**src/rtl/cpwm_pkg.sv**
```systemverilog
package cpwm_pkg;

    typedef enum logic {
        SLOPE_RISE = 1'b0,
        SLOPE_FALL = 1'b1
    } slope_e;

    localparam logic [1:0] PIN_OFF        = 2'd0;
    localparam logic [1:0] PIN_TOGGLE     = 2'd1;
    localparam logic [1:0] PIN_CLR_RISING = 2'd2;
    localparam logic [1:0] PIN_SET_RISING = 2'd3;

endpackage

```
**src/rtl/cpwm_sticky.sv**
```systemverilog
module cpwm_sticky (
    input  logic clk,
    input  logic rst,
    input  logic set,
    input  logic clr,
    output logic q
);

    always_ff @(posedge clk) begin
        if (rst) q <= 1'b0;
        else     q <= set | (q & ~clr);
    end

    // a set flag survives every cycle without a clear
    assert_flag_holds_R7: assert property (@(posedge clk) disable iff (rst)
        (q && !clr) |=> q);

    // a set event always wins over a simultaneous clear
    assert_set_wins_R7: assert property (@(posedge clk) disable iff (rst)
        set |=> q);

endmodule

```
**src/rtl/cpwm_counter.sv**
```systemverilog
module cpwm_counter import cpwm_pkg::*; #(
    parameter int CW = 16
) (
    input  logic          clk,
    input  logic          rst,
    input  logic          tick,
    input  logic [CW-1:0] top_now,
    output logic [CW-1:0] cnt,
    output logic          at_bottom,
    output logic          at_top,
    output logic          rising
);

    localparam logic [CW-1:0] ZERO = '0;
    localparam logic [CW-1:0] ONE  = {{(CW-1){1'b0}}, 1'b1};

    slope_e        state, state_nxt;
    logic [CW-1:0] cnt_nxt;

    // Next-state and next-count decision
    always_comb begin
        state_nxt = state;
        cnt_nxt   = cnt;
        if (tick) begin
            if (cnt == ZERO) begin
                state_nxt = SLOPE_RISE;
                cnt_nxt   = (top_now == ZERO) ? ZERO : ONE;
            end else begin
                unique case (state)
                    SLOPE_RISE: begin
                        if (cnt >= top_now) begin
                            state_nxt = SLOPE_FALL;
                            cnt_nxt   = cnt - ONE;
                        end else begin
                            cnt_nxt   = cnt + ONE;
                        end
                    end
                    SLOPE_FALL: begin
                        cnt_nxt = cnt - ONE;
                    end
                endcase
            end
        end
    end

    // State register
    always_ff @(posedge clk) begin
        if (rst) state <= SLOPE_RISE;
        else     state <= state_nxt;
    end

    // Count register
    always_ff @(posedge clk) begin
        if (rst) cnt <= ZERO;
        else     cnt <= cnt_nxt;
    end

    // Outputs decoded from state and count
    always_comb begin
        at_bottom = (cnt == ZERO);
        at_top    = (cnt == top_now);
        rising    = at_bottom || ((state == SLOPE_RISE) && (cnt < top_now));
    end

    // one enabled cycle moves the count by exactly one step or to zero
    assert_single_step_R1: assert property (@(posedge clk) disable iff (rst)
        tick |=> (cnt == $past(cnt) + ONE) || (cnt == $past(cnt) - ONE) || (cnt == ZERO));

    // without the enable nothing in the counter moves
    assert_hold_no_tick_R1: assert property (@(posedge clk) disable iff (rst)
        !tick |=> ($stable(cnt) && $stable(state)));

    // leaving TOP on the rise turns the slope downward
    assert_turn_at_top_R1: assert property (@(posedge clk) disable iff (rst)
        (tick && state == SLOPE_RISE && !at_bottom && at_top)
            |=> (state == SLOPE_FALL) && (cnt == $past(cnt) - ONE));

endmodule

```
**src/rtl/cpwm_channel.sv**
```systemverilog
module cpwm_channel import cpwm_pkg::*; #(
    parameter int CW = 16
) (
    input  logic          clk,
    input  logic          rst,
    input  logic          tick,
    input  logic          wr_en,
    input  logic [CW-1:0] wr_data,
    input  logic [CW-1:0] cnt,
    input  logic          at_bottom,
    input  logic          rising,
    input  logic [1:0]    pin_mode,
    input  logic          toggle_ok,
    input  logic          flag_clr,
    output logic [CW-1:0] cmp_now,
    output logic          pin,
    output logic          flag
);

    logic [CW-1:0] buf_q;
    logic [CW-1:0] act_q;
    logic          wave_q;
    logic          hit;

    always_ff @(posedge clk) begin
        if (rst)        buf_q <= '0;
        else if (wr_en) buf_q <= wr_data;
    end

    always_ff @(posedge clk) begin
        if (rst)                    act_q <= '0;
        else if (tick && at_bottom) act_q <= buf_q;
    end

    // The value being loaded at the bottom already governs that cycle
    always_comb begin
        cmp_now = at_bottom ? buf_q : act_q;
        hit     = tick && (cnt == cmp_now);
    end

    always_ff @(posedge clk) begin
        if (rst) begin
            wave_q <= 1'b0;
        end else if (hit) begin
            unique case (pin_mode)
                PIN_CLR_RISING: wave_q <= ~rising;
                PIN_SET_RISING: wave_q <= rising;
                PIN_TOGGLE:     wave_q <= toggle_ok ? ~wave_q : wave_q;
                default:        wave_q <= wave_q;
            endcase
        end
    end

    always_comb begin
        unique case (pin_mode)
            PIN_CLR_RISING, PIN_SET_RISING: pin = wave_q;
            PIN_TOGGLE:                     pin = toggle_ok & wave_q;
            default:                        pin = 1'b0;
        endcase
    end

    cpwm_sticky u_flag (
        .clk (clk),
        .rst (rst),
        .set (hit),
        .clr (flag_clr),
        .q   (flag)
    );

    // the active compare value changes only on an enabled bottom cycle
    assert_active_frozen_R3: assert property (@(posedge clk) disable iff (rst)
        !(tick && at_bottom) |=> $stable(act_q));

    // the waveform level never moves on a cycle without the enable
    assert_wave_needs_tick_R8: assert property (@(posedge clk) disable iff (rst)
        !tick |=> $stable(wave_q));

endmodule

```
**src/rtl/cpwm_timer.sv**
```systemverilog
module cpwm_timer import cpwm_pkg::*; #(
    parameter int CW  = 16,
    parameter int NCH = 3
) (
    input  logic             clk,
    input  logic             rst,
    input  logic             tick,
    input  logic             top_from_a,
    input  logic             period_we,
    input  logic [CW-1:0]    period_wdata,
    input  logic [NCH-1:0]   cmp_we,
    input  logic [CW-1:0]    cmp_wdata,
    input  logic [2*NCH-1:0] pin_mode,
    input  logic [NCH+1:0]   flag_clr,
    output logic [NCH-1:0]   pwm_out,
    output logic [NCH-1:0]   cmp_flag,
    output logic             bottom_flag,
    output logic             top_flag,
    output logic [CW-1:0]    count
);

    localparam int BOT_IDX = NCH;
    localparam int TOP_IDX = NCH + 1;

    logic [CW-1:0] period_q;
    logic [CW-1:0] ch_cmp [NCH];
    logic [CW-1:0] top_now;
    logic [CW-1:0] cnt;
    logic          at_bottom;
    logic          at_top;
    logic          rising;

    always_ff @(posedge clk) begin
        if (rst)            period_q <= '0;
        else if (period_we) period_q <= period_wdata;
    end

    always_comb top_now = top_from_a ? ch_cmp[0] : period_q;

    cpwm_counter #(.CW(CW)) u_cnt (
        .clk       (clk),
        .rst       (rst),
        .tick      (tick),
        .top_now   (top_now),
        .cnt       (cnt),
        .at_bottom (at_bottom),
        .at_top    (at_top),
        .rising    (rising)
    );

    generate
        for (genvar i = 0; i < NCH; i++) begin : g_ch
            cpwm_channel #(.CW(CW)) u_ch (
                .clk       (clk),
                .rst       (rst),
                .tick      (tick),
                .wr_en     (cmp_we[i]),
                .wr_data   (cmp_wdata),
                .cnt       (cnt),
                .at_bottom (at_bottom),
                .rising    (rising),
                .pin_mode  (pin_mode[2*i +: 2]),
                .toggle_ok ((i == 0) ? top_from_a : 1'b0),
                .flag_clr  (flag_clr[i]),
                .cmp_now   (ch_cmp[i]),
                .pin       (pwm_out[i]),
                .flag      (cmp_flag[i])
            );
        end
    endgenerate

    cpwm_sticky u_bot_flag (
        .clk (clk),
        .rst (rst),
        .set (tick && at_bottom),
        .clr (flag_clr[BOT_IDX]),
        .q   (bottom_flag)
    );

    cpwm_sticky u_top_flag (
        .clk (clk),
        .rst (rst),
        .set (tick && at_top && !top_from_a),
        .clr (flag_clr[TOP_IDX]),
        .q   (top_flag)
    );

    always_comb count = cnt;

    // an enabled cycle at zero is always followed by a raised bottom flag
    assert_bottom_flag_R4: assert property (@(posedge clk) disable iff (rst)
        (tick && count == '0) |=> bottom_flag);

    // the top flag never rises while channel A defines TOP
    assert_top_flag_quiet_R5: assert property (@(posedge clk) disable iff (rst)
        (top_from_a && !top_flag) |=> !top_flag);

endmodule

```
**config.mk**
```make
export PLATFORM = sky130hd
export DESIGN_NAME = cpwm_timer
export DESIGN_NICKNAME = d
export VERILOG_FILES = /design/src/rtl/cpwm_pkg.sv /design/src/rtl/cpwm_sticky.sv /design/src/rtl/cpwm_counter.sv /design/src/rtl/cpwm_channel.sv /design/src/rtl/cpwm_timer.sv
export SDC_FILE = /design/constraint.sdc
export NUM_CORES = 1
export LEC_CHECK = 0
export ABC_AREA = 0
export ABC_CLOCK_PERIOD_IN_PS = 8300
export BUFFER_PORTS_ARGS = -buffer_cell sky130_fd_sc_hd__buf_4
export CAP_MARGIN = 15
export CORE_UTILIZATION = 50
export CTS_BUF_LIST = sky130_fd_sc_hd__clkbuf_16
export CTS_CLUSTER_SIZE = 8
export DETAILED_ROUTE_END_ITERATION = 10
export GPL_TIMING_DRIVEN = 0
export PLACE_DENSITY_LB_ADDON = 0.1
export SKIP_LAST_GASP = 1
export SLEW_MARGIN = 20
export SYNTH_ARGS = -nofsm -noshare
export SYNTH_HDL_FRONTEND = slang
export SYNTH_SLANG_ARGS = --single-unit
```
**constraint.sdc**
```tcl
create_clock -name clk -period 8.3 [get_ports clk]
set_input_delay 0.415 -clock clk [delete_from_list [all_inputs] [get_ports clk]]
set_output_delay 0.415 -clock clk [all_outputs]
set_load 0.01 [all_outputs]
```
# After elaboration in Yosys (flattened, before gate mapping)
# Index checks and enable logic that the tools add are counted.
# Widths: inputs -> output; s select.
dict set report totals {
  regBits 137
  output_inout_bits 24
}
dict set report classes {
  bitwise_logic 19
  muxes 18
  order_cmp 2
  reduce_logical 20
  n_addsub 2
  n_eq_ne 12
}
# operator n
set op_table {}
lappend op_table {{$mux 16} 6}
lappend op_table {{$eq 16x16->1} 4}
lappend op_table {{$logic_not 16->1} 2}
lappend op_table {{$pmux 16 s2} 1}
lappend op_table {{$add 16x1->16 const B} 1}
lappend op_table {{$ge 16x16->1} 1}
lappend op_table {{$lt 16x16->1} 1}
lappend op_table {{$sub 16x1->16 const B} 1}
lappend op_table {{$eq 2x2->1 const B} 6}
lappend op_table {{$not 1->1} 8}
lappend op_table {{$logic_and 1x1->1} 7}
lappend op_table {{$mux 1} 7}
lappend op_table {{$and 1x1->1} 6}
lappend op_table {{$pmux 1 s2} 3}
lappend op_table {{$reduce_or 2->1} 3}
lappend op_table {{$or 1x1->1} 5}
lappend op_table {{$reduce_and 2->1} 2}
lappend op_table {{$reduce_bool 2->1} 2}
lappend op_table {{$pmux 1 s3} 1}
lappend op_table {{$reduce_and 3->1} 1}
lappend op_table {{$reduce_bool 3->1} 1}
lappend op_table {{$eq 2x1->1 const B} 1}
lappend op_table {{$ne 2x2->1 const B} 1}
lappend op_table {{$logic_not 1->1} 1}
lappend op_table {{$logic_or 1x1->1} 1}

# Logic depth before layout (Yosys ltp)
# Gate-level depths: netlist of run 1.
dict set report logic_depth {
  word_depth 8
  ltp_mapped 20
  mapped_depth_nobuf 16
}

# By module
# From an unflattened synthesis of run 1, not the netlist that was laid out.
dict set report hier_totals {
  hier_cells 885
  hier_area_um2 7651.1
}
# module seq_area_each_um2 instances area_per_inst_um2 cells_each
set by_module_without_submodules {}
lappend by_module_without_submodules {cpwm_channel 660.6 3 1610.3 183}
lappend by_module_without_submodules {cpwm_counter 340.3 1 1788.0 242}
lappend by_module_without_submodules {cpwm_timer 320.3 1 838.3 74}
lappend by_module_without_submodules {cpwm_sticky 20.0 5 38.8 4}

# Worst setup path after synthesis of run 1
# OpenSTA, ideal clock, no wires.
dict set report synth_timing {
  kind {register to register}
  start {reg u_cnt.cnt[0]}
  end {reg u_cnt.cnt[4]}
  path_stages_with_launch 21
  arrival_time_ps 4299
  path_slack_ps 3874
  t_required_ps 8172
  path_cell_list {dfxtp_1 clkbuf_1 inv_1 ha_1 nor4b_4 and4_4 buf_2 buf_2 clkbuf_1 nand2_1 nand3_1 o21ai_0 ha_1 nor2b_1 o211ai_1 a21oi_1 o41a_1 or4_1 o41ai_1 mux2i_1 nor2_1}
}
dict set report synth_between {
  elab_chain_cells 7
  elab_cells_between_ends 9
  cone_classes {add/sub: 2; order compare: 1; mux: 5; reduce/logical: 1}
}
# element line
set synth_lines {}
lappend synth_lines {{from (decl)} cpwm_counter.sv:8} ;# output logic [CW-1:0] cnt,
lappend synth_lines {{from (signal assigned)} cpwm_counter.sv:55} ;# else cnt <= cnt_nxt;
lappend synth_lines {{$logic_not 16->1} {cpwm_counter.sv:25, cpwm_counter.sv:60}}
lappend synth_lines {{$mux 16} cpwm_channel.sv:37} ;# cmp_now = at_bottom ? buf_q : act_q;
lappend synth_lines {{$mux 16} cpwm_timer.sv:38} ;# always_comb top_now = top_from_a ? ch_cmp[0] : period_q;
lappend synth_lines {{$ge 16x16->1} cpwm_counter.sv:31} ;# if (cnt >= top_now) begin
lappend synth_lines {{$mux 16} cpwm_counter.sv:31}
lappend synth_lines {{$pmux 16 s2} cpwm_counter.sv:29} ;# unique case (state)
lappend synth_lines {{$mux 16 (*)} cpwm_counter.sv:25} ;# if (cnt == ZERO) begin
# Mark *: on every way between the ends. The rest lies on a longest branch, timed or not.
# A chain may end at the register's enable or synchronous reset.

# Worst setup path after layout of run 1
dict set report layout_timing {
  start {reg u_cnt.cnt[0]}
  end {reg u_cnt.cnt[6]}
}
# Same word-level chain as after synthesis.

==> metrics.cfg, run 1 <==
[outcome]
status = complete, no violations

[synth]
syn-mean-instance-area_um2 = 8.35
synthArstFlopShare_pct = 0
main_area_contributors_after_synthesis = dfxtp_1 37%, mux2i_1 13%, nand2_1 6.7%, nor2_1 5.2%, a21oi_1 4.6%
number_of_flops_mapped_to_enable_cells_by_yosys = 0
synth_cells = 882
post-synth-top-area-fraction_pct = 37.2
postSynthRegisterBits = 137
synth_warnings = 0
netlist.top_cell.by_area = dfxtp_1
main_synth_ff_type = dfxtp_1
syn-num-nets = 951
mappedNetlistArea_mm2 = 0.00737
yosys.cell_count.top_type = dfxtp_1
seq_area_frac_synth_pct = 37.2
synth_cell_type_count = 68
synth.top_cells.by_count = 137 x dfxtp_1, 131 x nand2_1, 103 x nor2_1

[setup_path]
largest_stage_delay_worst_path_ps = 560
cp_data_required_time_ps = 8590
r2r_setup_slack_ps = 2430
ff_to_ff_path_depth = 20
critical_path.cell_chain = clkbuf_1 > inv_1 > ha_1 > nor4b_4 > and4_4 > buf_2 > buf_2 > clkbuf_1 > nand2_1 > nand3_1 > o21ai_0 > ha_1 > nor2b_1 > o211ai_1 > a21oi_1 > o41ai_2 > nand2_1 > o21ai_0 > mux2i_1 > nor2_1
reg2reg_to = u_cnt.cnt[6]$_SDFFE_PP0P_
crit_type = reg2reg
timing.rr.start = u_cnt.cnt[0]$_SDFFE_PP0P_
type_of_element_capturing_the_critical_path = flip-flop
crit_path_start_kind = flip-flop
cp_slowest_cell = o41ai_2
path_max_fanout = 10
critical_path_arrival_ps = 6160

[placement]
globalplace.congestion = 0.967
dp_hpwl_um = 18100
place_inst = 1130
detailedPlace.worstSlack_ps = 2530
port_buffers = 68

[global_routing]
grt.met1_usage_pct = 43.6
grt.overflow.total = 0
first_global_vias = 6584
globalRoute.busiestLayer = met2
grt_antenna_before_repair = 0
grt_first_pass_wirelength_um = 37400
groute.usage.overall_pct = 34.1
grt_start_max_net_pins = 17
globalRouteMet2Util_pct = 53.2
gr-usage-met3_pct = 8.12

[power_and_ir_drop]
switching_share_pct = 29.8
power.leakage_uw = 0.00366
power.share.sequential_pct = 41.1
share_clk_of_total_power_pct = 41.2
power_density_mw_per_mm2 = 202
switching_power_uw = 521
peakVddDrop_v = 0.000181
power_report.internal_total_uw = 1220
power_share_of_the_combinational_group_pct = 17.7

[floorplanning]
starting_utilization_of_the_core_area_pct = 52.1
die_height_um = 123
top_level_ports = 75
die-width_um = 123
area_of_the_placeable_core_mm2 = 0.0141
fp-row-count = 43
die-area_mm2 = 0.0152

[cts]
clk_root_buffer_cell = clkbuf_16
cts.reportedPaths.clkPinSlew_ps = 60
cts_repair_resize_count = 0
cts_tree = done
cts-buffers-inserted = 17
number_of_setup_buffers_added_after_cts = 0
clock_latency_ps = 440
ctsHtreeMaxLevel = 4
clock_path_buffers = 2
holdBufCountCts = 0
clock_sink_count = 137

[layout]
fillers = 1324
antenna_cells_inserted = 0
final_cells = 1162
area.sequential_mm2 = 0.00274
multiInputGateArea_mm2 = 0.00422
flow.area_growth_from_synthesis_pct = 17.5
nets = 1038
post_route_cells_drive_above_1_share_pct = 14.8
final_util_pct = 61.2

[timing]
finalHoldWorstSlack_ps = 214
fin_crit_ps = 5870
clock-skew-final_ps = 8.17
max_clock_freq_mhz = 170
report.final.slew_viol_count = 0
final_hold_viol_count = 0
fin_tns_setup_ps = 0
setup_repair_after_global_routing_missed_its_margin = no
layout_setup_ws_ps = 2430
final-setup-viol-count = 0
post-route-period-util_pct = 70.7
timing_worst_slew_pin_value_ps = 927
relSlewSlack_pct = 37.6

[route]
drt-total-wl_um = 24600
viasPerCell = 6.08
drt_drc_violations_left = 0
drt.antenna.violating_nets = 0
avgRoutedWirePerCell_um = 21.2
vias = 7062
detail_route.iter0.violations = 904
drt-pass1-iter-count = 5

[min_path]
hold_path.startpoint = period_wdata[4]
cell_depth_of_the_worst_hold_path = 3
worst_case_hold_path_end_point = period_q[4]$_SDFFE_PP0P_
classification_of_the_worst_slack_hold_path = in2reg

[run]
timing.max_cap.violations = 0

==> sequential cells by signal, summed over array words and instances (netlist names) <==
name	count
g_ch.u_ch.wave_q	3
u_top_flag.q	1
g_ch.u_ch.u_flag.q	3
g_ch.u_ch.act_q	48
u_cnt.state	1
u_cnt.cnt	16
u_bot_flag.q	1
g_ch.u_ch.buf_q	48
period_q	16
==> logic make-up after synthesis <==
group	count (synthesis)	share of synthesized area, %
xor gates and xnor gates	28	3.33
AOI/OAI and AO/OA	158	13.9
DFF	137	37.2
buffers and inverters	86	5.48
muxes	103	14.1
and+or+nand+nor	352	22.9
adders and majority gates	18	3.06
==> through the flow <==
step | cell area [um^2] | total power, uW
2_1_floorplan | 7370 | 928
3_3_place_gp | 8100 | 1030
3_5_place_dp | 8100 | 1030
4_1_cts | 8660 | 1740
5_1_grt | 8660 | 1800
6_report | 8660 | 1750
==> worst max path at each step <==
stage / startpoint / endpoint / slack [ps] / depth (start not counted)
final: u_cnt.cnt[0]$_SDFFE_PP0P_ / u_cnt.cnt[6]$_SDFFE_PP0P_ / 2430 / 20
after CTS: u_cnt.cnt[0]$_SDFFE_PP0P_ / u_cnt.cnt[6]$_SDFFE_PP0P_ / 2500 / 20
after global routing: u_cnt.cnt[0]$_SDFFE_PP0P_ / u_cnt.cnt[6]$_SDFFE_PP0P_ / 2070 / 20
after detailed placement: u_cnt.cnt[0]$_SDFFE_PP0P_ / u_cnt.cnt[6]$_SDFFE_PP0P_ / 2530 / 20
after floorplan: u_cnt.cnt[0]$_SDFFE_PP0P_ / u_cnt.cnt[4]$_SDFFE_PP0P_ / 3870 / 20
after global placement: u_cnt.cnt[0]$_SDFFE_PP0P_ / u_cnt.cnt[6]$_SDFFE_PP0P_ / 2630 / 20
==> power groups by stage <==
stage                     clock, uW  combinational [uW]  sequential [uW]
final                           719                 309              718
after detailed placement          0                 304              730
after global routing            747                 332              721
after CTS                       720                 305              716
after global placement            0                 302              730
after floorplan                   0                 207              721
==> metal layers <==
layer  vias to the layer above  wire [um]
met4                         0       1240
met2                       414      10800
met5                         -          0
met1                      3275      10200
li1                       3279          -
met3                        94       2340
==> cell type report <==
type | count | share of cell area, %
tap | 180 | 2.60
buffer | 67 | 3.84
sequential | 137 | 31.7
clock buffer | 17 | 4.91
inverter | 19 | 0.824
timing repair buffer | 68 | 5.90
multi-input combinational | 659 | 48.8
clock inverter | 15 | 1.49
==> layout by cell type (no fill, tap or decap), types with 7 or more instances in the layout <==
cell type / synthesis / layout
clkbuf_1: 28 / 28
buf_4: 9 / 77
nand3_1: 17 / 17
mux2i_1: 98 / 98
o21ai_0: 12 / 12
buf_2: 20 / 20
nand2b_1: 14 / 14
nand2_1: 131 / 131
a21oi_1: 68 / 68
clkbuf_16: 0 / 17
o21ai_1: 7 / 7
xnor2_1: 21 / 21
nor2_1: 103 / 103
dfxtp_1: 137 / 137
xor2_1: 7 / 7
nand4_1: 14 / 14
ha_1: 18 / 18
nor2b_1: 13 / 13
buf_1: 7 / 7
and3_1: 7 / 7
nor3_1: 20 / 20
inv_1: 17 / 19
nor4_1: 7 / 7
a21o_1: 7 / 7
o22ai_1: 8 / 8
==> critical path: cells and delay by family (launching register included) <==
| kind | cells | cell delay [ps] |
|---|---|---|
| muxes | 1 | 250 |
| DFF | 1 | 330 |
| adders and majority gates | 2 | 570 |
| and+or+nand+nor | 7 | 1390 |
| AOI/OAI and AO/OA | 5 | 1430 |
| buffers and inverters | 5 | 1730 |
(Power assumes the default switching activity.)
==> run 2: changes to the inputs <==
ABC_AREA = 1   (was 0)
ABC_CLOCK_PERIOD_IN_PS = 5700   (was 8300)
clock period = 5.7 ns   (was 8.3 ns; I/O delays follow)
==> metrics.cfg, run 2 <==
[outcome]
status = complete, no violations  ; unchanged

[synth]
yosys.cell_count.top_type = nand2_1  ; was dfxtp_1
post-synth-top-area-fraction_pct = 33.7  ; was 37.2%
synth_warnings = 0  ; unchanged
seq_area_frac_synth_pct = 33.7  ; was 37.2%
mappedNetlistArea_mm2 = 0.00814  ; was 0.00737 mm^2
synth.top_cells.by_count = 267 x nand2_1, 140 x nand3_1, 139 x inv_1  ; was 137 x dfxtp_1, 131 x nand2_1, 103 x nor2_1
synth_cell_type_count = 37  ; was 68
syn-mean-instance-area_um2 = 6.52  ; was 8.35 um^2
synth_cells = 1247  ; was 882
postSynthRegisterBits = 137  ; unchanged
main_synth_ff_type = dfxtp_1  ; unchanged
netlist.top_cell.by_area = dfxtp_1  ; unchanged
syn-num-nets = 1316  ; was 951
number_of_flops_mapped_to_enable_cells_by_yosys = 0  ; unchanged
synthArstFlopShare_pct = 0  ; unchanged
main_area_contributors_after_synthesis = dfxtp_1 34%, nand2_1 12%, nand3_1 8.6%, o21ai_0 8.4%, a21oi_1 6.6%  ; was dfxtp_1 37%, mux2i_1 13%, nand2_1 6.7%, nor2_1 5.2%, a21oi_1 4.6%

[timing]
clock-skew-final_ps = 12.3  ; was 8.17 ps
timing_worst_slew_pin_value_ps = 935  ; was 927 ps
report.final.slew_viol_count = 0  ; unchanged
max_clock_freq_mhz = 203  ; was 170 MHz
fin_tns_setup_ps = 0  ; unchanged
setup_repair_after_global_routing_missed_its_margin = no  ; unchanged
final-setup-viol-count = 0  ; unchanged
post-route-period-util_pct = 86.4  ; was 70.7%
final_hold_viol_count = 0  ; unchanged
relSlewSlack_pct = 37.1  ; was 37.6%
fin_crit_ps = 4930  ; was 5870 ps

[min_path]
hold_path.startpoint = period_wdata[4]  ; unchanged
classification_of_the_worst_slack_hold_path = in2reg  ; unchanged

[setup_path]
cp_data_required_time_ps = 5990  ; was 8590 ps
type_of_element_capturing_the_critical_path = flip-flop  ; unchanged
buffer_and_inverter_count_on_the_worst_path = 3  ; was 5
crit_type = reg2reg  ; unchanged
critical_path_arrival_ps = 5220  ; was 6160 ps
path_max_fanout = 10  ; unchanged
crit_path_start_kind = flip-flop  ; unchanged
cp_slowest_cell = dfxtp_1  ; was o41ai_2
timing.rr.start = u_cnt.cnt[1]$_SDFFE_PP0P_  ; was u_cnt.cnt[0]$_SDFFE_PP0P_
largest_stage_delay_worst_path_ps = 820  ; was 560 ps
crit_path_start = u_cnt.cnt[1]$_SDFFE_PP0P_  ; was u_cnt.cnt[0]$_SDFFE_PP0P_
critical_path.cell_chain = inv_1 > ha_1 > nand2_4 > nor2_8 > nand2_4 > buf_2 > nand2_1 > nand3_1 > o21ai_0 > ha_1 > a21oi_1 > o21ai_0 > a21oi_1 > nand3_1 > nor2_1 > clkbuf_1 > o21ai_0 > o211ai_1 > a21oi_1  ; was clkbuf_1 > inv_1 > ha_1 > nor4b_4 > and4_4 > buf_2 > buf_2 > clkbuf_1 > nand2_1 > nand3_1 > o21ai_0 > ha_1 > nor2b_1 > o211ai_1 > a21oi_1 > o41ai_2 > nand2_1 > o21ai_0 > mux2i_1 > nor2_1
critPathTopFamily = simple AND/OR/NAND/NOR gates  ; was buffers and inverters

[layout]
fillers = 1630  ; was 1324
most_frequent_cells_in_the_layout = 267 x nand2_1, 141 x inv_1, 140 x nand3_1  ; was 137 x dfxtp_1, 131 x nand2_1, 103 x nor2_1
mostFrequentLayoutCell = nand2_1  ; was dfxtp_1
post_route_cells_drive_above_1_share_pct = 11.6  ; was 14.8%
nets = 1407  ; was 1038
final_util_pct = 59.9  ; was 61.2%
flow.area_growth_from_synthesis_pct = 17.0  ; was 17.5%
layout_top_registers = g_ch.u_ch.act_q (48), g_ch.u_ch.buf_q (48)  ; unchanged
antenna_cells_inserted = 0  ; unchanged

[route]
vias = 8900  ; was 7062
drt.antenna.violating_nets = 0  ; unchanged
detail_route.iter0.violations = 1022  ; was 904
viasPerCell = 5.68  ; was 6.08
avgRoutedWirePerCell_um = 19.7  ; was 21.2 um
drt_drc_violations_left = 0  ; unchanged
drt-total-wl_um = 30900  ; was 24600 um
drt-pass1-iter-count = 6  ; was 5

[floorplanning]
top_level_ports = 75  ; unchanged
fp-row-count = 46  ; was 43
die_height_um = 130  ; was 123 um
die-width_um = 130  ; was 123 um
area_of_the_placeable_core_mm2 = 0.0159  ; was 0.0141 mm^2
die-area_mm2 = 0.0168  ; was 0.0152 mm^2
starting_utilization_of_the_core_area_pct = 51.2  ; was 52.1%

[power_and_ir_drop]
power_uw = 3020  ; was 1750 uW
power_density_mw_per_mm2 = 318  ; was 202 mW/mm^2
peakVddDrop_v = 0.000234  ; was 0.000181 V
power.leakage_uw = 0.00438  ; was 0.00366 uW

[cts]
number_of_setup_buffers_added_after_cts = 0  ; unchanged
cts-buffers-inserted = 17  ; unchanged
clock_sink_count = 137  ; unchanged
clock_path_buffers = 2  ; unchanged
ctsHtreeMaxLevel = 4  ; unchanged
clk_root_buffer_cell = clkbuf_16  ; unchanged
clock_latency_ps = 430  ; was 440 ps
cts_tree = done  ; unchanged
cts.reportedPaths.clkPinSlew_ps = 60  ; about the same
cts_repair_resize_count = 0  ; unchanged
holdBufCountCts = 0  ; unchanged

[global_routing]
grt.overflow.total = 0  ; unchanged
groute.usage.overall_pct = 37.9  ; was 34.1%
grt_first_pass_wirelength_um = 46000  ; was 37400 um
grt_start_max_net_pins = 17  ; unchanged
grt_antenna_before_repair = 0  ; unchanged
first_global_vias = 7852  ; was 6584

[run]
timing.max_cap.violations = 0  ; unchanged

[placement]
globalplace.congestion = 1.02  ; was 0.967
dp_hpwl_um = 23000  ; was 18100 um
port_buffers = 72  ; was 68

-- run 2: changes by cell type in the layout (fill, tap and decap cells not counted), moves of 13 or more --
cell	delta
mux2i_1	-96
nand2_1	+136
xnor2_1	-20
nand3_1	+123
o21ai_0	+124
nor2_1	+16
nand2b_1	-14
nor2b_1	-13
a21oi_1	+39
xor2_1	+17
inv_1	+122
-- run 2: per-layer routing --
| layer | part of all wire [%] | global-route usage (%) | wire length (um) | vias up |
|---|---|---|---|---|
| met5 | 0 | 0 | 0 | - |
| met4 | 4.3 | 17.0 | 1340 | 0 |
| met3 | 9.8 | 8.71 | 3030 | 90 |
| met2 | 44 | 60.0 | 13600 | 470 |
| met1 | 42 | 49.1 | 12900 | 4092 |
| li1 | - | - | - | 4248 |
-- run 2: worst paths after layout --
path	endpoint	slack (ps)	cells past startpoint
max	u_cnt.cnt[8]$_SDFFE_PP0P_	770	19
min	period_q[4]$_SDFFE_PP0P_	80	3
max reg2reg	u_cnt.cnt[8]$_SDFFE_PP0P_	770	19
min reg2reg	g_ch[1].u_ch.act_q[6]$_SDFFE_PP0P_	450	2
-- run 2: worst reg2reg max path: stages, from the launching register on --
cell,delay (ps)
dfxtp_1,820
inv_1,390
ha_1,350
nand2_4,180
nor2_8,70
nand2_4,120
buf_2,270
nand2_1,140
nand3_1,110
o21ai_0,160
ha_1,350
a21oi_1,140
o21ai_0,90
a21oi_1,200
nand3_1,230
nor2_1,340
clkbuf_1,410
o21ai_0,200
o211ai_1,120
a21oi_1,80
-- run 2: logic make-up after synthesis --
kind of cell | after synthesis | share of synthesized area [%]
fa+ha+maj | 18 | 2.77
mux | 2 | 0.246
simple gates | 573 | 31.2
buf+inv | 217 | 11.7
xor+xnor | 25 | 2.69
compound gates | 275 | 17.7
flops | 137 | 33.7
-- run 2: cell type report --
| cell class | count | area (um^2) | area share [%] |
|---|---|---|---|
| sequential | 137 | 2740 | 28.8 |
| buffer | 73 | 412 | 4.32 |
| clock buffer | 17 | 425 | 4.47 |
| tap | 216 | 270 | 2.84 |
| clock inverter | 15 | 143 | 1.50 |
| multi-input combinational | 893 | 4450 | 46.7 |
| inverter | 144 | 541 | 5.68 |
| timing repair buffer | 72 | 541 | 5.68 |
-- run 2: stage by stage --
stage	cell area (um^2)	setup slack (ps)	hold slack, ps	std cells
floorplan	8140	2370	420	1247
detailed placement	8950	1030	437	1535
global placement	8950	989	433	1535
CTS	9520	1010	77.2	1567
global route	9520	638	83.8	1567
finish	9520	774	77.0	1567
-- run 2: power by group --
part / internal, uW / total [uW] / switching (uW)
Combinational: 283 / 851 / 568
Clock: 609 / 1080 / 473
Sequential: 1030 / 1090 / 55.0
Total: 1930 / 3020 / 1100
==> run 3: changes to the inputs <==
CELL_PAD_IN_SITES_DETAIL_PLACEMENT = 0   (was default)
CELL_PAD_IN_SITES_GLOBAL_PLACEMENT = 1   (was default)
CORE_UTILIZATION = 43   (was 50)
==> metrics.cfg, run 3 (same netlist as run 2, synthesis figures left out) <==
[power_and_ir_drop]
switching_power_uw = 1130  ; was 1100 uW
peakVddDrop_v = 0.000234  ; about the same
power.share.sequential_pct = 36.0  ; was 36.1%
share_clk_of_total_power_pct = 35.8  ; about the same
switching_share_pct = 37.4  ; was 36.2%
power_share_of_the_combinational_group_pct = 28.1  ; about the same
power.leakage_uw = 0.00436  ; was 0.00438 uW
power_report.internal_total_uw = 1890  ; was 1930 uW
power_density_mw_per_mm2 = 317  ; was 318 mW/mm^2
power_uw = 3020  ; about the same

[floorplanning]
die_height_um = 140  ; was 130 um
top_level_ports = 75  ; unchanged
area_of_the_placeable_core_mm2 = 0.0183  ; was 0.0159 mm^2
die-area_mm2 = 0.0195  ; was 0.0168 mm^2
die-width_um = 140  ; was 130 um
starting_utilization_of_the_core_area_pct = 44.5  ; was 51.2%
fp-row-count = 49  ; was 46

[setup_path]
cell_repeated_most_along_the_worst_path = nand2_1
critPathTopFamily = simple AND/OR/NAND/NOR gates  ; unchanged
cp_data_required_time_ps = 6050  ; was 5990 ps
buffer_and_inverter_count_on_the_worst_path = 4  ; was 3
type_of_element_capturing_the_critical_path = flip-flop  ; unchanged
crit_type = reg2reg  ; unchanged
cp_slowest_cell = dfxtp_1  ; unchanged
r2r_setup_slack_ps = 760  ; was 770 ps
critical_path_arrival_ps = 5290  ; was 5220 ps
largest_stage_delay_worst_path_ps = 770  ; was 820 ps
critical_path.cell_chain = inv_1 > ha_1 > nand2_4 > nor2_8 > nand2_4 > buf_2 > nand2_1 > o21ai_1 > nand2_1 > o21ai_0 > inv_1 > ha_1 > a21oi_1 > o21ai_0 > a21oi_1 > nand3_1 > nor2_1 > clkbuf_1 > nand2_1 > o21ai_0 > nand2_1 > a21oi_1  ; was inv_1 > ha_1 > nand2_4 > nor2_8 > nand2_4 > buf_2 > nand2_1 > nand3_1 > o21ai_0 > ha_1 > a21oi_1 > o21ai_0 > a21oi_1 > nand3_1 > nor2_1 > clkbuf_1 > o21ai_0 > o211ai_1 > a21oi_1
path_max_fanout = 10  ; unchanged
crit_path_start_kind = flip-flop  ; unchanged

[cts]
cts-buffers-inserted = 17  ; unchanged
holdBufCountCts = 0  ; unchanged
cts_tree = done  ; unchanged
number_of_setup_buffers_added_after_cts = 0  ; unchanged
clock_sink_count = 137  ; unchanged
clock_latency_ps = 440  ; was 430 ps
cts.reportedPaths.clkPinSlew_ps = 70  ; was 60 ps
clock_path_buffers = 2  ; unchanged
ctsHtreeMaxLevel = 4  ; unchanged
clk_root_buffer_cell = clkbuf_16  ; unchanged
cts_repair_resize_count = 0  ; unchanged

[global_routing]
grt_start_max_net_pins = 17  ; unchanged
first_global_vias = 8029  ; was 7852
grt.overflow.total = 0  ; unchanged
grt_first_pass_wirelength_um = 47400  ; was 46000 um
groute.usage.overall_pct = 33.3  ; was 37.9%
grt_antenna_before_repair = 0  ; unchanged

[layout]
post_route_cell_area_mm2 = 0.00953  ; was 0.00952 mm^2
flow.area_growth_from_synthesis_pct = 17.1  ; was 17.0%
final_util_pct = 52.1  ; was 59.9%
nets = 1407  ; unchanged
most_frequent_cells_in_the_layout = 267 x nand2_1, 140 x nand3_1, 139 x inv_1  ; was 267 x nand2_1, 141 x inv_1, 140 x nand3_1
mostFrequentLayoutCell = nand2_1  ; unchanged
post_route_cells_drive_above_1_share_pct = 11.7  ; was 11.6%
layout_top_registers = g_ch.u_ch.act_q (48), g_ch.u_ch.buf_q (48)  ; unchanged

[route]
drt_drc_violations_left = 0  ; unchanged
drt-pass1-iter-count = 7  ; was 6
viasPerCell = 5.47  ; was 5.68
drt.antenna.violating_nets = 0  ; unchanged
detail_route.iter0.violations = 816  ; was 1022
vias = 8647  ; was 8900
avgRoutedWirePerCell_um = 20.1  ; was 19.7 um
drt-total-wl_um = 31800  ; was 30900 um

[timing]
report.final.slew_viol_count = 0  ; unchanged
setup_repair_after_global_routing_missed_its_margin = no  ; unchanged
post-route-period-util_pct = 86.7  ; was 86.4%
max_clock_freq_mhz = 202  ; was 203 MHz
fin_crit_ps = 4940  ; was 4930 ps
fin_tns_setup_ps = 0  ; unchanged
clock-skew-final_ps = 7.89  ; was 12.3 ps
final-setup-viol-count = 0  ; unchanged
relSlewSlack_pct = 41.2  ; was 37.1%
timing_worst_slew_pin_value_ps = 875  ; was 935 ps
final_hold_viol_count = 0  ; unchanged
layout_setup_ws_ps = 760  ; was 774 ps

[placement]
detailedPlace.worstSlack_ps = 889  ; was 1030 ps
placedInstanceArea_mm2 = 0.00897  ; was 0.00895 mm^2
port_buffers = 72  ; unchanged
globalplace.congestion = 0.980  ; was 1.02
dp_hpwl_um = 23900  ; was 23000 um

[run]
timing.max_cap.violations = 0  ; unchanged

[min_path]
classification_of_the_worst_slack_hold_path = in2reg  ; unchanged

[outcome]
status = complete, no violations  ; unchanged

-- run 3: cell count changes in the layout (fill, tap and decap cells not counted), sizes merged --
cell      previous run  this run
clkinv               9         7
inv                148       150
bufinv               1         0
clkinvlp             1         2
diode                0         1
-- run 3: final timing paths --
kind,startpoint,to,cells after the start
max,u_cnt.cnt[0]$_SDFFE_PP0P_,u_cnt.cnt[7]$_SDFFE_PP0P_,22
min,period_wdata[5],period_q[5]$_SDFFE_PP0P_,3
max reg2reg,u_cnt.cnt[0]$_SDFFE_PP0P_,u_cnt.cnt[7]$_SDFFE_PP0P_,22
min reg2reg,g_ch[1].u_ch.act_q[6]$_SDFFE_PP0P_,g_ch[1].u_ch.act_q[6]$_SDFFE_PP0P_,2
-- run 3: metal layers --
| metal | up-vias | GRT usage (%) | part of all wire, % |
|---|---|---|---|
| met5 | - | 0 | 0 |
| met4 | 0 | 17.8 | 4.3 |
| met3 | 93 | 6.64 | 9.3 |
| met2 | 408 | 52.7 | 44 |
| met1 | 3903 | 42.8 | 42 |
| li1 | 4243 | - | - |
-- run 3: power by group through the flow --
stage | sequential (uW) | combinational, uW | clock (uW)
global route | 1090 | 935 | 1130
finish | 1090 | 850 | 1080
floorplan | 1090 | 576 | 0
global placement | 1110 | 830 | 0
CTS | 1090 | 836 | 1090
detailed placement | 1110 | 832 | 0
-- run 3: metrics by stage --
stage | hold WS [ps] | cells
floorplan | 420 | 1247
global placement | 434 | 1548
detailed placement | 438 | 1548
CTS | 59.3 | 1580
global route | 71.2 | 1580
finish | 63.7 | 1581
-- run 3: area by class of cell --
type | count | area, um^2
Fill cell | 1950 | 8740
Sequential cell | 137 | 2740
Inverter | 144 | 541
Clock buffer | 17 | 425
Multi-Input combinational cell | 893 | 4450
Antenna cell | 1 | 2.50
Tap cell | 229 | 287
Clock inverter | 15 | 130
Buffer | 73 | 412
Timing Repair Buffer | 72 | 541
-- run 3: worst min-delay path, cell delays in order --
cell and delay, ps:
buf_4 70, nor2_1 30, nor2_1 80
